==> config.mk <==
export PLATFORM = sky130hd
export DESIGN_NAME = fdc_head_stepper
export DESIGN_NICKNAME = d
export VERILOG_FILES = /design/src/rtl/fdc_step_pkg.sv /design/src/rtl/fdc_sync2.sv /design/src/rtl/fdc_us_timer.sv /design/src/rtl/fdc_step_ctrl.sv /design/src/rtl/fdc_head_stepper.sv
export SDC_FILE = /design/constraint.sdc
export NUM_CORES = 1
export LEC_CHECK = 0
export CAP_MARGIN = 20
export CORE_MARGIN = 2
export CORE_UTILIZATION = 46
export CTS_CLUSTER_DIAMETER = 30
export DETAILED_ROUTE_END_ITERATION = 8
export DONT_BUFFER_PORTS = 1
export PLACE_DENSITY = 0.64
export SYNTH_ARGS = -nofsm -noshare
export SYNTH_HDL_FRONTEND = slang
export SYNTH_SLANG_ARGS = --single-unit
export TNS_END_PERCENT = 1
==> constraint.sdc <==
create_clock -name clk -period 4.2 [get_ports clk]
set_clock_uncertainty 0.15 [all_clocks]
set_input_delay 0.42 -clock clk [delete_from_list [all_inputs] [get_ports clk]]
set_output_delay 0.42 -clock clk [all_outputs]
set_load 0.03 [all_outputs]
==> src/rtl/fdc_step_pkg.sv <==
package fdc_step_pkg;

  typedef enum logic [1:0] {
    ST_IDLE,
    ST_DECIDE,
    ST_PULSE,
    ST_WAIT
  } step_state_e;

  typedef enum logic [2:0] {
    OP_RESTORE,
    OP_SEEK,
    OP_STEP,
    OP_STEP_IN,
    OP_STEP_OUT
  } head_op_e;

  localparam logic [3:0] CODE_RESTORE  = 4'h0;
  localparam logic [3:0] CODE_SEEK     = 4'h1;
  localparam logic [3:0] CODE_STEP     = 4'h2;
  localparam logic [3:0] CODE_STEP_IN  = 4'h4;
  localparam logic [3:0] CODE_STEP_OUT = 4'h6;
  localparam logic [7:0] CODE_FORCE    = 8'hD0;

  localparam int PULSE_US = 2;
  localparam int SLOWEST_MS = 30;

  function automatic int rate_ms(input logic [1:0] code);
    case (code)
      2'd0:    rate_ms = 6;
      2'd1:    rate_ms = 12;
      2'd2:    rate_ms = 20;
      default: rate_ms = 30;
    endcase
  endfunction

endpackage

==> src/rtl/fdc_sync2.sv <==
module fdc_sync2 #(
  parameter int W = 4
) (
  input  logic         clk,
  input  logic         rst_n,
  input  logic [W-1:0] async_i,
  output logic [W-1:0] sync_o
);

  for (genvar b = 0; b < W; b++) begin : g_bit
    logic meta_q, sync_q;
    always_ff @(posedge clk or negedge rst_n) begin
      if (!rst_n) begin
        meta_q <= 1'b0;
        sync_q <= 1'b0;
      end else begin
        meta_q <= async_i[b];
        sync_q <= meta_q;
      end
    end
    assign sync_o[b] = sync_q;
  end

endmodule

==> src/rtl/fdc_us_timer.sv <==
module fdc_us_timer #(
  parameter int CLK_PER_US = 125,
  parameter int MAX_COUNT  = 30000,
  localparam int PW = (CLK_PER_US > 1) ? $clog2(CLK_PER_US) : 1,
  localparam int UW = $clog2(MAX_COUNT + 1)
) (
  input  logic          clk,
  input  logic          rst_n,
  input  logic          clear,
  output logic [UW-1:0] us_cnt
);

  logic [PW-1:0] pre_q, pre_d;
  logic [UW-1:0] us_q, us_d;
  logic          tick;

  assign tick = (pre_q == PW'(CLK_PER_US - 1));

  always_comb begin
    pre_d = pre_q;
    us_d  = us_q;
    if (clear) begin
      pre_d = '0;
      us_d  = '0;
    end else begin
      pre_d = tick ? '0 : pre_q + PW'(1);
      if (tick && us_q != UW'(MAX_COUNT)) us_d = us_q + UW'(1);
    end
  end

  always_ff @(posedge clk or negedge rst_n) begin
    if (!rst_n) begin
      pre_q <= '0;
      us_q  <= '0;
    end else begin
      pre_q <= pre_d;
      us_q  <= us_d;
    end
  end

  assign us_cnt = us_q;

endmodule

==> src/rtl/fdc_step_ctrl.sv <==
module fdc_step_ctrl
  import fdc_step_pkg::*;
#(
  parameter int CLK_PER_US    = 125,
  parameter int US_PER_MS     = 1000,
  parameter int RESTORE_LIMIT = 255,
  parameter int TRK_W         = 8
) (
  input  logic             clk,
  input  logic             rst_n,
  input  logic             cmd_we,
  input  logic [7:0]       cmd_data,
  input  logic [TRK_W-1:0] seek_target,
  input  logic             trk0_s,
  output logic             step_o,
  output logic             dirc_o,
  output logic [TRK_W-1:0] track_o,
  output logic             busy_o,
  output logic             err_o,
  output logic             capture_o
);

  localparam int MAX_US = SLOWEST_MS * US_PER_MS;
  localparam int UW     = $clog2(MAX_US + 1);
  localparam int CW     = $clog2(RESTORE_LIMIT + 1);

  step_state_e      state_q, state_d;
  head_op_e         op_q, op_d, dec_op;
  logic [1:0]       rate_q, rate_d;
  logic [TRK_W-1:0] track_q, track_d;
  logic             dirc_q, dirc_d;
  logic [CW-1:0]    cnt_q, cnt_d;
  logic             abort_q, abort_d;
  logic             err_q, err_d;
  logic [UW-1:0]    us_cnt, gap_us;
  logic             tmr_clear, fin, issue, issue_dir, dec_ok, head_we, force_we;

  fdc_us_timer #(
    .CLK_PER_US(CLK_PER_US),
    .MAX_COUNT (MAX_US)
  ) u_timer (
    .clk   (clk),
    .rst_n (rst_n),
    .clear (tmr_clear),
    .us_cnt(us_cnt)
  );

  // command decode: exact shapes only
  always_comb begin
    dec_op = OP_RESTORE;
    dec_ok = (cmd_data[3:2] == 2'b00);
    case (cmd_data[7:4])
      CODE_RESTORE:  dec_op = OP_RESTORE;
      CODE_SEEK:     dec_op = OP_SEEK;
      CODE_STEP:     dec_op = OP_STEP;
      CODE_STEP_IN:  dec_op = OP_STEP_IN;
      CODE_STEP_OUT: dec_op = OP_STEP_OUT;
      default:       dec_ok = 1'b0;
    endcase
  end

  assign head_we  = cmd_we && dec_ok && (state_q == ST_IDLE);
  assign force_we = cmd_we && (cmd_data == CODE_FORCE);
  assign gap_us   = UW'(rate_ms(rate_q) * US_PER_MS);

  // next-state logic
  always_comb begin
    state_d   = state_q;
    op_d      = op_q;
    rate_d    = rate_q;
    track_d   = track_q;
    dirc_d    = dirc_q;
    cnt_d     = cnt_q;
    abort_d   = abort_q;
    err_d     = err_q;
    tmr_clear = 1'b0;
    capture_o = 1'b0;
    fin       = 1'b0;
    issue     = 1'b0;
    issue_dir = dirc_q;

    if (force_we && state_q != ST_IDLE) abort_d = 1'b1;

    case (state_q)
      ST_IDLE: begin
        if (head_we) begin
          op_d    = dec_op;
          rate_d  = cmd_data[1:0];
          cnt_d   = '0;
          err_d   = 1'b0;
          abort_d = 1'b0;
          state_d = ST_DECIDE;
        end else if (force_we) begin
          capture_o = 1'b1;
        end
      end
      ST_DECIDE: begin
        if (abort_q) begin
          fin = 1'b1;
        end else begin
          case (op_q)
            OP_RESTORE: begin
              if (trk0_s) begin
                track_d = '0;
                fin     = 1'b1;
              end else if (cnt_q == CW'(RESTORE_LIMIT)) begin
                err_d = 1'b1;
                fin   = 1'b1;
              end else begin
                issue     = 1'b1;
                issue_dir = 1'b0;
              end
            end
            OP_SEEK: begin
              if (track_q == seek_target) begin
                fin = 1'b1;
              end else begin
                issue     = 1'b1;
                issue_dir = (seek_target > track_q);
              end
            end
            OP_STEP_IN: begin
              fin       = (cnt_q != '0);
              issue     = (cnt_q == '0);
              issue_dir = 1'b1;
            end
            OP_STEP_OUT: begin
              fin       = (cnt_q != '0);
              issue     = (cnt_q == '0);
              issue_dir = 1'b0;
            end
            default: begin
              fin   = (cnt_q != '0);
              issue = (cnt_q == '0);
            end
          endcase
        end
      end
      ST_PULSE: begin
        if (us_cnt >= UW'(PULSE_US)) state_d = ST_WAIT;
      end
      default: begin
        if (abort_q) fin = 1'b1;
        else if (us_cnt >= gap_us) state_d = ST_DECIDE;
      end
    endcase

    if (issue) begin
      state_d   = ST_PULSE;
      tmr_clear = 1'b1;
      dirc_d    = issue_dir;
      track_d   = issue_dir ? track_q + TRK_W'(1) : track_q - TRK_W'(1);
      cnt_d     = cnt_q + CW'(1);
    end
    if (fin) begin
      state_d   = ST_IDLE;
      capture_o = 1'b1;
      abort_d   = 1'b0;
    end
  end

  always_ff @(posedge clk or negedge rst_n) begin
    if (!rst_n) begin
      state_q <= ST_IDLE;
      op_q    <= OP_RESTORE;
      rate_q  <= 2'd0;
      track_q <= '0;
      dirc_q  <= 1'b0;
      cnt_q   <= '0;
      abort_q <= 1'b0;
      err_q   <= 1'b0;
    end else begin
      state_q <= state_d;
      op_q    <= op_d;
      rate_q  <= rate_d;
      track_q <= track_d;
      dirc_q  <= dirc_d;
      cnt_q   <= cnt_d;
      abort_q <= abort_d;
      err_q   <= err_d;
    end
  end

  assign step_o  = (state_q == ST_PULSE) && (us_cnt < UW'(PULSE_US));
  assign dirc_o  = dirc_q;
  assign track_o = track_q;
  assign busy_o  = (state_q != ST_IDLE);
  assign err_o   = err_q;

  // every new pulse moves the track register one place in its direction
  p_step_moves_track_r4: assert property (@(posedge clk) disable iff (!rst_n)
    $rose(step_o) |-> ((dirc_o && track_q == $past(track_q) + TRK_W'(1)) ||
                       (!dirc_o && track_q == $past(track_q) - TRK_W'(1))));

  // direction line is steady while the pulse is high
  p_dir_steady_r4: assert property (@(posedge clk) disable iff (!rst_n)
    (step_o && $past(step_o)) |-> $stable(dirc_o));

  // the pulse drops only once the second microsecond has elapsed
  p_pulse_width_r2: assert property (@(posedge clk) disable iff (!rst_n)
    $fell(step_o) |-> ($past(us_cnt) == UW'(PULSE_US - 1)));

  // the restore failure flag rises only after the full pulse budget
  p_restore_cap_r6: assert property (@(posedge clk) disable iff (!rst_n)
    $rose(err_q) |-> ($past(cnt_q) == CW'(RESTORE_LIMIT)));

  // a command never ends while a pulse is high
  p_abort_no_cut_r9: assert property (@(posedge clk) disable iff (!rst_n)
    $fell(busy_o) |-> !$past(step_o));

endmodule

==> src/rtl/fdc_head_stepper.sv <==
module fdc_head_stepper #(
  parameter int CLK_PER_US    = 125,
  parameter int US_PER_MS     = 1000,
  parameter int PRECOMP_ABOVE = 43,
  parameter int RESTORE_LIMIT = 255
) (
  input  logic       clk,
  input  logic       rst_n,
  input  logic       cmd_we,
  input  logic [7:0] cmd_data,
  input  logic       data_we,
  input  logic [7:0] data_in,
  input  logic       drv_ready,
  input  logic       drv_trk0,
  input  logic       drv_index,
  input  logic       drv_wprot,
  output logic       step_o,
  output logic       dirc_o,
  output logic [7:0] track_o,
  output logic [7:0] status_o,
  output logic       busy_o,
  output logic       precomp_en_o
);

  localparam int TRK_W = 8;
  localparam int NSTAT = 4;

  logic [NSTAT-1:0] drv_s;      // {ready, wprot, trk0, index}
  logic [NSTAT-1:0] snap_q, snap_d;
  logic [TRK_W-1:0] target_q, target_d;
  logic             capture, err;

  fdc_sync2 #(.W(NSTAT)) u_sync (
    .clk    (clk),
    .rst_n  (rst_n),
    .async_i({drv_ready, drv_wprot, drv_trk0, drv_index}),
    .sync_o (drv_s)
  );

  fdc_step_ctrl #(
    .CLK_PER_US   (CLK_PER_US),
    .US_PER_MS    (US_PER_MS),
    .RESTORE_LIMIT(RESTORE_LIMIT),
    .TRK_W        (TRK_W)
  ) u_ctrl (
    .clk        (clk),
    .rst_n      (rst_n),
    .cmd_we     (cmd_we),
    .cmd_data   (cmd_data),
    .seek_target(target_q),
    .trk0_s     (drv_s[1]),
    .step_o     (step_o),
    .dirc_o     (dirc_o),
    .track_o    (track_o),
    .busy_o     (busy_o),
    .err_o      (err),
    .capture_o  (capture)
  );

  always_comb begin
    snap_d   = capture ? drv_s : snap_q;
    target_d = data_we ? data_in : target_q;
  end

  always_ff @(posedge clk or negedge rst_n) begin
    if (!rst_n) begin
      snap_q   <= '0;
      target_q <= '0;
    end else begin
      snap_q   <= snap_d;
      target_q <= target_d;
    end
  end

  assign status_o     = {2'b00, snap_q[3], snap_q[2], err, snap_q[1], snap_q[0], busy_o};
  assign precomp_en_o = (track_o > TRK_W'(PRECOMP_ABOVE));

  // the status snapshot changes only on a capture event
  p_status_hold_r10: assert property (@(posedge clk) disable iff (!rst_n)
    !$past(capture) |-> $stable(snap_q));

endmodule

==> summary.md, run 1 <==
| Metric | Value |
|---|---|
| Run status | finished, final reports clean |
| Antenna-violating nets left | 0 |
| Synth cell types | 46 |
| Cell mode on critical path | ha_1 |
| Arr. time, crit path | 4.06 ns |
| Total negative setup slack | 0 ns |
| Gate Count Post-Synth | 396 |
| WL final | 7.793 mm |
| Top-area cell type share of the netlist area | 44.14% |
| CP peak stage delay | 0.58 ns |
| Std cell rows | 33 |
| Finished Core Util | 52.66% |
| Share of cells above drive strength 1 | 10.93% |
| Worst path bufs/invs | 1 |
| Max-Cap Viols | 0 |
| DRC | 0 |
| Crit Reg-Reg Endpoint | u_ctrl.track_o[7] |
| Internal power | 1.442 mW |
| Slowest CP cell | dfrtp_1 |
| Setup CP Type | flip-flop to flip-flop |
| Yosys warning count | 0 |
| Crit path launch type | flip-flop |
| Top Family by Delay on Critical Path | simple AND/OR/NAND/NOR gates |
| Mapped Area | 0.003855 mm² |
| Core box area | 0.008175 mm² |
| Slew Viols, Final | 0 |
| Avg WL per Cell | 14.82 µm |
| Synth Flop Type | dfrtp_1 |
| Number of I/O port buffers | 0 |
| Area delta synth->final | 11.68% |
| Min Tclk post-route | 3.971 ns |
| Global Route Usage Sum | 18.61% |
| Final period util | 94.55% |
| Clock Latency Late Sink | 0.34 ns |
| Comb pwr share | 36.1% |
| F_max | 251.8 MHz |
| Worst Path Required | 4.29 ns |
| Hold Crit Endpoint | u_ctrl.op_q[0] |
| Final Non-Filler Cells | 526 |
| Clock transition at path regs | 0.08 ns |
| Critical path, cell by cell | inv_1 > ha_1 > nand4_1 > nor3_1 > nor4_1 > nor2_1 > nor2_2 > ha_1 > nand3_1 > o2111ai_1 > a21o_1 > a21oi_1 > or3_1 > and2_1 > o311ai_2 |
| Antenna violations before repair | 0 |
| TritonCTS clock tree | yes |
| Slew headroom | 27.98% |
| CTS H-tree lvls | 3 |
| Chip height | 95.55 µm |
| Pin slew with the least headroom to its limit | 1.072 ns |
| TritonCTS Buffers | 9 |
| DRT Pass-1 Iters | 4 |
| Seq pwr share | 41.2% |
| HP Class | input port to flip-flop |
| VDD IR-drop max | 0.0002946 V |
| Worst Setup End Kind | flip-flop |
| Commonest non-fill, non-tap cell in the layout | dfrtp_1 |
| Clock Power Share | 22.7% |
| Hold depth | 1 |
| Clock sinks | 68 |
| Post-DP HPWL | 5.631 mm |
| Synth area leader | dfrtp_1 |
| Clk buf depth | 2 |
| Die W | 95.55 µm |
| Root Driver | clkbuf_8 |
| R2R setup slack | 0.23 ns |
| Net Sw Frac | 39.67% |
| Power per Cell Area | 555.2 mW/mm² |
| Total grt overflow | 0 |
| Setup WS post-layout | 0.2287 ns |
| Vias in the first global route | 2,923 |
| Top post-synthesis cells by area | dfrtp_1, ha_1, nand2_1 |
| Post-synth EDFFs | 0 |
| Hold Vio Cnt, Final | 0 |
| Placer Congestion | 0.8141 |
| Die area | 0.009129 mm² |
| Number of nets in the layout | 476 |
| Largest net degree at the start of global routing | 69 |
| Starting Density | 47.15% |
| N_diodes | 0 |
| Placed insts | 501 |
| Dpl ws | 0.2097 ns |
| #FFs+latches synth | 68 |
| Routed vias/inst | 5.494 |
| Total number of vias | 2,890 |
| Syn_area_per_cell | 9.735 µm² |
| Final setup viols | 0 |
| Asr flop ratio synth | 100.0% |
| Worst hold path startpoint | cmd_data[7] |
| 1st-iter DRT viols | 68 |
| P_sw | 0.9481 mW |
| FF-to-FF path depth | 15 |
| Global-route wire length before repair | 13.32 mm |
| # IOs | 44 |
| LEAKAGE | 1.925 nW |
| RR Startpoint | u_ctrl.track_o[7] |
| Most frequent cells in the layout | dfrtp_1, nand2_1, nor2_1 |
| Sequential share of the synthesized area | 44.14% |
| Crit path max fanout | 8 |
[layer usage]
metal / vias to the layer above / part of all wire [%] / global-route usage [%]
li1: 1425 / - / -
met1: 1403 / 46 / 23.98
met2: 49 / 48 / 29.90
met3: 13 / 4.0 / 4.348
met4: 0 / 1.8 / 8.095
met5: - / 0 / 0
[synth_stat cells, types with 3 or more instances]
master    n
a21oi_1  20
nand2_1  43
and2_1    3
a31oi_1   3
mux2_2   13
xor2_1   15
or3_1     3
inv_1    25
buf_4     4
nor2b_1   3
o41ai_1   4
xnor2_1  11
nor3_1    9
nand4_1  12
nor2_1   38
and3_1    5
o21ai_0  26
nand3_1  13
dfrtp_1  68
a21o_1    4
nor4_1    4
buf_2     4
ha_1     35
[worst max-delay path by stage]
| stage | from | cells past startpoint | to | slack [ns] |
|---|---|---|---|---|
| CTS | u_ctrl.track_o[7] | 15 | u_ctrl.track_o[7] | 0.18 |
| global route | u_ctrl.track_o[7] | 15 | u_ctrl.track_o[7] | -0.02 |
| finish | u_ctrl.track_o[7] | 15 | u_ctrl.track_o[7] | 0.23 |
| global placement | u_ctrl.track_o[7] | 15 | u_ctrl.track_o[7] | 0.35 |
| detailed placement | u_ctrl.track_o[7] | 15 | u_ctrl.track_o[7] | 0.21 |
| floorplan | u_ctrl.track_o[7] | 15 | u_ctrl.track_o[7] | 0.69 |
[cells by family (layout without fill, tap and decap cells)]
kind of cell	after synthesis	in the layout	share of synthesized area (%)
AO/OA/AOI/OAI	74	74	11.75
XOR/XNOR	26	26	5.907
adder cells (fa/ha/maj)	36	36	11.88
buffers and inverters	35	58	3.927
flip-flops	68	68	44.14
multiplexers	13	13	3.797
other	1	3	0.09728
AND/OR/NAND/NOR	143	143	18.50
[state kept, by name, summed over array words and instances, names as in the netlist]
signal	count
u_ctrl.track_o	8
u_ctrl.rate_q	2
snap_q	4
u_sync.g_bit.sync_q	4
target_q	8
u_ctrl.state_q	2
u_ctrl.abort_q	1
u_ctrl.cnt_q	8
u_ctrl.op_q	3
u_ctrl.u_timer.us_cnt	15
u_ctrl.dirc_o	1
u_sync.g_bit.meta_q	4
u_ctrl.u_timer.pre_q	7
u_ctrl.err_o	1
[cell type report]
cell class,count,area (µm²)
well taps,105,131.4
repair buffers,17,167.7
clock buffers,9,123.9
inverters,25,93.84
multi-input cells,295,2012
clock inverters,7,75.07
fillers,763,3870
flip-flops and latches,68,1702
[timing repair]
action                                 CTS  global route
endpoints found under the hold margin   74             0
gates resized for setup                  0             1
setup buffers                            0             0
hold buffers                             9             0
setup endpoints to repair                0             1
[power by group through the flow]
stage | Combinational, mW | Clock [mW] | Sequential [mW]
4_1_cts | 0.870 | 0.562 | 0.986
6_report | 0.863 | 0.543 | 0.984
3_3_place_gp | 0.816 | 0 | 0.992
2_1_floorplan | 0.600 | 0 | 1.03
3_5_place_dp | 0.842 | 0 | 0.997
5_1_grt | 0.981 | 0.594 | 1.01
[metrics by stage]
step / area (µm²) / power, mW / hold WS, ns
floorplan: 3862 / 1.635 / -0.02559
global placement: 3996 / 1.809 / -0.02240
detailed placement: 3996 / 1.839 / -0.02286
CTS: 4303 / 2.417 / 0.0001593
global route: 4305 / 2.583 / 0.004225
finish: 4305 / 2.390 / 0.01770
(Power assumes the default switching activity.)
==> run 2, diff against run 1 <==
==> constraint.sdc (replaced) <==
create_clock -name clk -period 4.2 [get_ports clk]
set_clock_uncertainty 0.15 [all_clocks]
set_input_delay 0.84 -clock clk [delete_from_list [all_inputs] [get_ports clk]]
set_output_delay 0.84 -clock clk [all_outputs]
set_load 0.03 [all_outputs]
==> summary.md, run 2 (synthesis gave the netlist of run 1 again) <==
| Metric | Value |
|---|---|
| 1st-iter DRT viols | 132 |
| Total negative setup slack | 0 ns |
| Share of cells above drive strength 1 | 11.38% |
| Cell mode on critical path | ha_1 |
| CTS H-tree lvls | 3 |
| FF-to-FF path depth | 15 |
| Number of nets in the layout | 468 |
| TritonCTS Buffers | 9 |
| Total number of vias | 2,858 |
| Number of I/O port buffers | 0 |
| Arr. time, crit path | 3.84 ns |
| Total grt overflow | 0 |
| Clk buf depth | 2 |
| Crit path launch type | flip-flop |
| Dpl ws | 0.2502 ns |
| Worst Path Required | 4.29 ns |
| Slew headroom | 54.80% |
| Max reg flops | 15 |
| RR Startpoint | u_ctrl.track_o[7] |
| Placed insts | 502 |
| LEAKAGE | 1.892 nW |
| Antenna-violating nets left | 0 |
| Min Tclk post-route | 3.752 ns |
| Critical path, cell by cell | inv_1 > ha_1 > nand4_1 > nor3_1 > nor4_1 > nor2_1 > nor2_2 > ha_1 > nand3_1 > o2111ai_1 > a21o_1 > a21oi_1 > or3_1 > and2_1 > o311ai_2 |
| Crit path max fanout | 8 |
| # IOs | 44 |
| Routed vias/inst | 5.517 |
| Area delta synth->final | 9.120% |
| N_diodes | 0 |
| Clock transition at path regs | 0.08 ns |
| Final setup viols | 0 |
| Largest net degree at the start of global routing | 69 |
| DRC | 0 |
| Storage element area | 0.001703 mm² |
| Antenna violations before repair | 0 |
| F_max | 266.5 MHz |
| R2R setup slack | 0.45 ns |
| Max-Cap Viols | 0 |
| VDD IR-drop max | 0.0002600 V |
| Die area | 0.009129 mm² |
| Setup CP Type | flip-flop to flip-flop |
| Clock Latency Late Sink | 0.35 ns |
| HP Class | input port to asynchronous set/reset pin |
| DRT Pass-1 Iters | 4 |
| Commonest non-fill, non-tap cell in the layout | dfrtp_1 |
| Slew Viols, Final | 0 |
| Multi-input logic area | 0.002012 mm² |
| Avg WL per Cell | 14.90 µm |
| WL final | 7.719 mm |
| Final period util | 89.33% |
| Setup WS post-layout | 0.4481 ns |
| Root Driver | clkbuf_8 |
| CP peak stage delay | 0.49 ns |
| Worst Setup End Kind | flip-flop |
| Most frequent cells in the layout | dfrtp_1, nand2_1, nor2_1 |
| Placer Congestion | 0.8144 |
| Power per Cell Area | 566.7 mW/mm² |
| TritonCTS clock tree | yes |
| Clock sinks | 68 |
| Global-route wire length before repair | 13.17 mm |
| Starting Density | 47.15% |
| Die W | 95.55 µm |
| RSZ-0062 raised after global routing | no |
| Final Non-Filler Cells | 518 |
| Fill count | 766 |
| Core box area | 0.008175 mm² |
| Slowest CP cell | dfrtp_2 |
| Hold Vio Cnt, Final | 0 |
| Std cell rows | 33 |
| Vias in the first global route | 2,891 |
| Post-DP HPWL | 5.613 mm |
| Run status | finished, final reports clean |
| Global Route Usage Sum | 18.43% |
| Chip height | 95.55 µm |
| Pin slew with the least headroom to its limit | 0.6750 ns |
| Critical Path Source | u_ctrl.track_o[7] |
[run 2: cell types whose count changed in the layout (fill, tap and decap cells not counted), sizes merged]
cell         change
clkinvlp         -3
clkinv           +2
dlygate4sd3      -8
inv              +1
[run 2: final timing paths]
check,endpoint
worst max register to register,u_ctrl.track_o[7]
worst min-delay path,u_ctrl.u_timer.us_cnt[2]
worst min register to register,u_sync.g_bit[2].sync_q
worst max-delay path,u_ctrl.track_o[7]
max in group asynchronous,u_ctrl.track_o[7]
min in group clk,u_sync.g_bit[2].sync_q
[run 2: worst max-delay path: cells and delay by family (launching register included)]
family / cells / cell delay [ns]
adder cells (fa/ha/maj): 2 / 0.71
AO/OA/AOI/OAI: 4 / 0.70
flip-flops: 1 / 0.49
buffers and inverters: 1 / 0.14
AND/OR/NAND/NOR: 8 / 1.46
[run 2: power breakdown]
group | internal (mW) | switching, mW | total (mW)
combinational | 0.362 | 0.480 | 0.842
clock | 0.278 | 0.278 | 0.556
sequential | 0.801 | 0.185 | 0.986
[run 2: layout make-up]
type / instances / area share [%]
Sequential cell: 68 / 40.48
Clock inverter: 7 / 1.785
Timing Repair Buffer: 9 / 1.606
Clock buffer: 9 / 2.945
Inverter: 25 / 2.231
Tap cell: 105 / 3.123
Multi-Input combinational cell: 295 / 47.83
[run 2: metrics by stage]
stage	cell area [µm²]	hold slack, ns	power [mW]	utilization (%)
after detailed placement	4004	0.1856	1.844	48.97
after global routing	4207	0.008770	2.573	51.45
final	4207	0.03309	2.384	51.45
after global placement	4004	0.1844	1.811	48.97
after floorplan	3862	0.1812	1.635	-
after CTS	4203	0.02153	2.405	51.41
[run 2: repair_timing]
action,CTS,global route
hold buffers,0,0
buffers inserted,0,0
endpoints found under the setup margin,0,1
gates resized for setup,0,2
[run 2: layer usage]
| metal | GRT usage [%] | routed length, µm | up-vias |
|---|---|---|---|
| met4 | 6.786 | 119 | 0 |
| met2 | 30.13 | 3610 | 49 |
| met3 | 3.874 | 368 | 9 |
| met5 | 0 | 0 | - |
| met1 | 24.09 | 3621 | 1391 |
| li1 | - | - | 1409 |
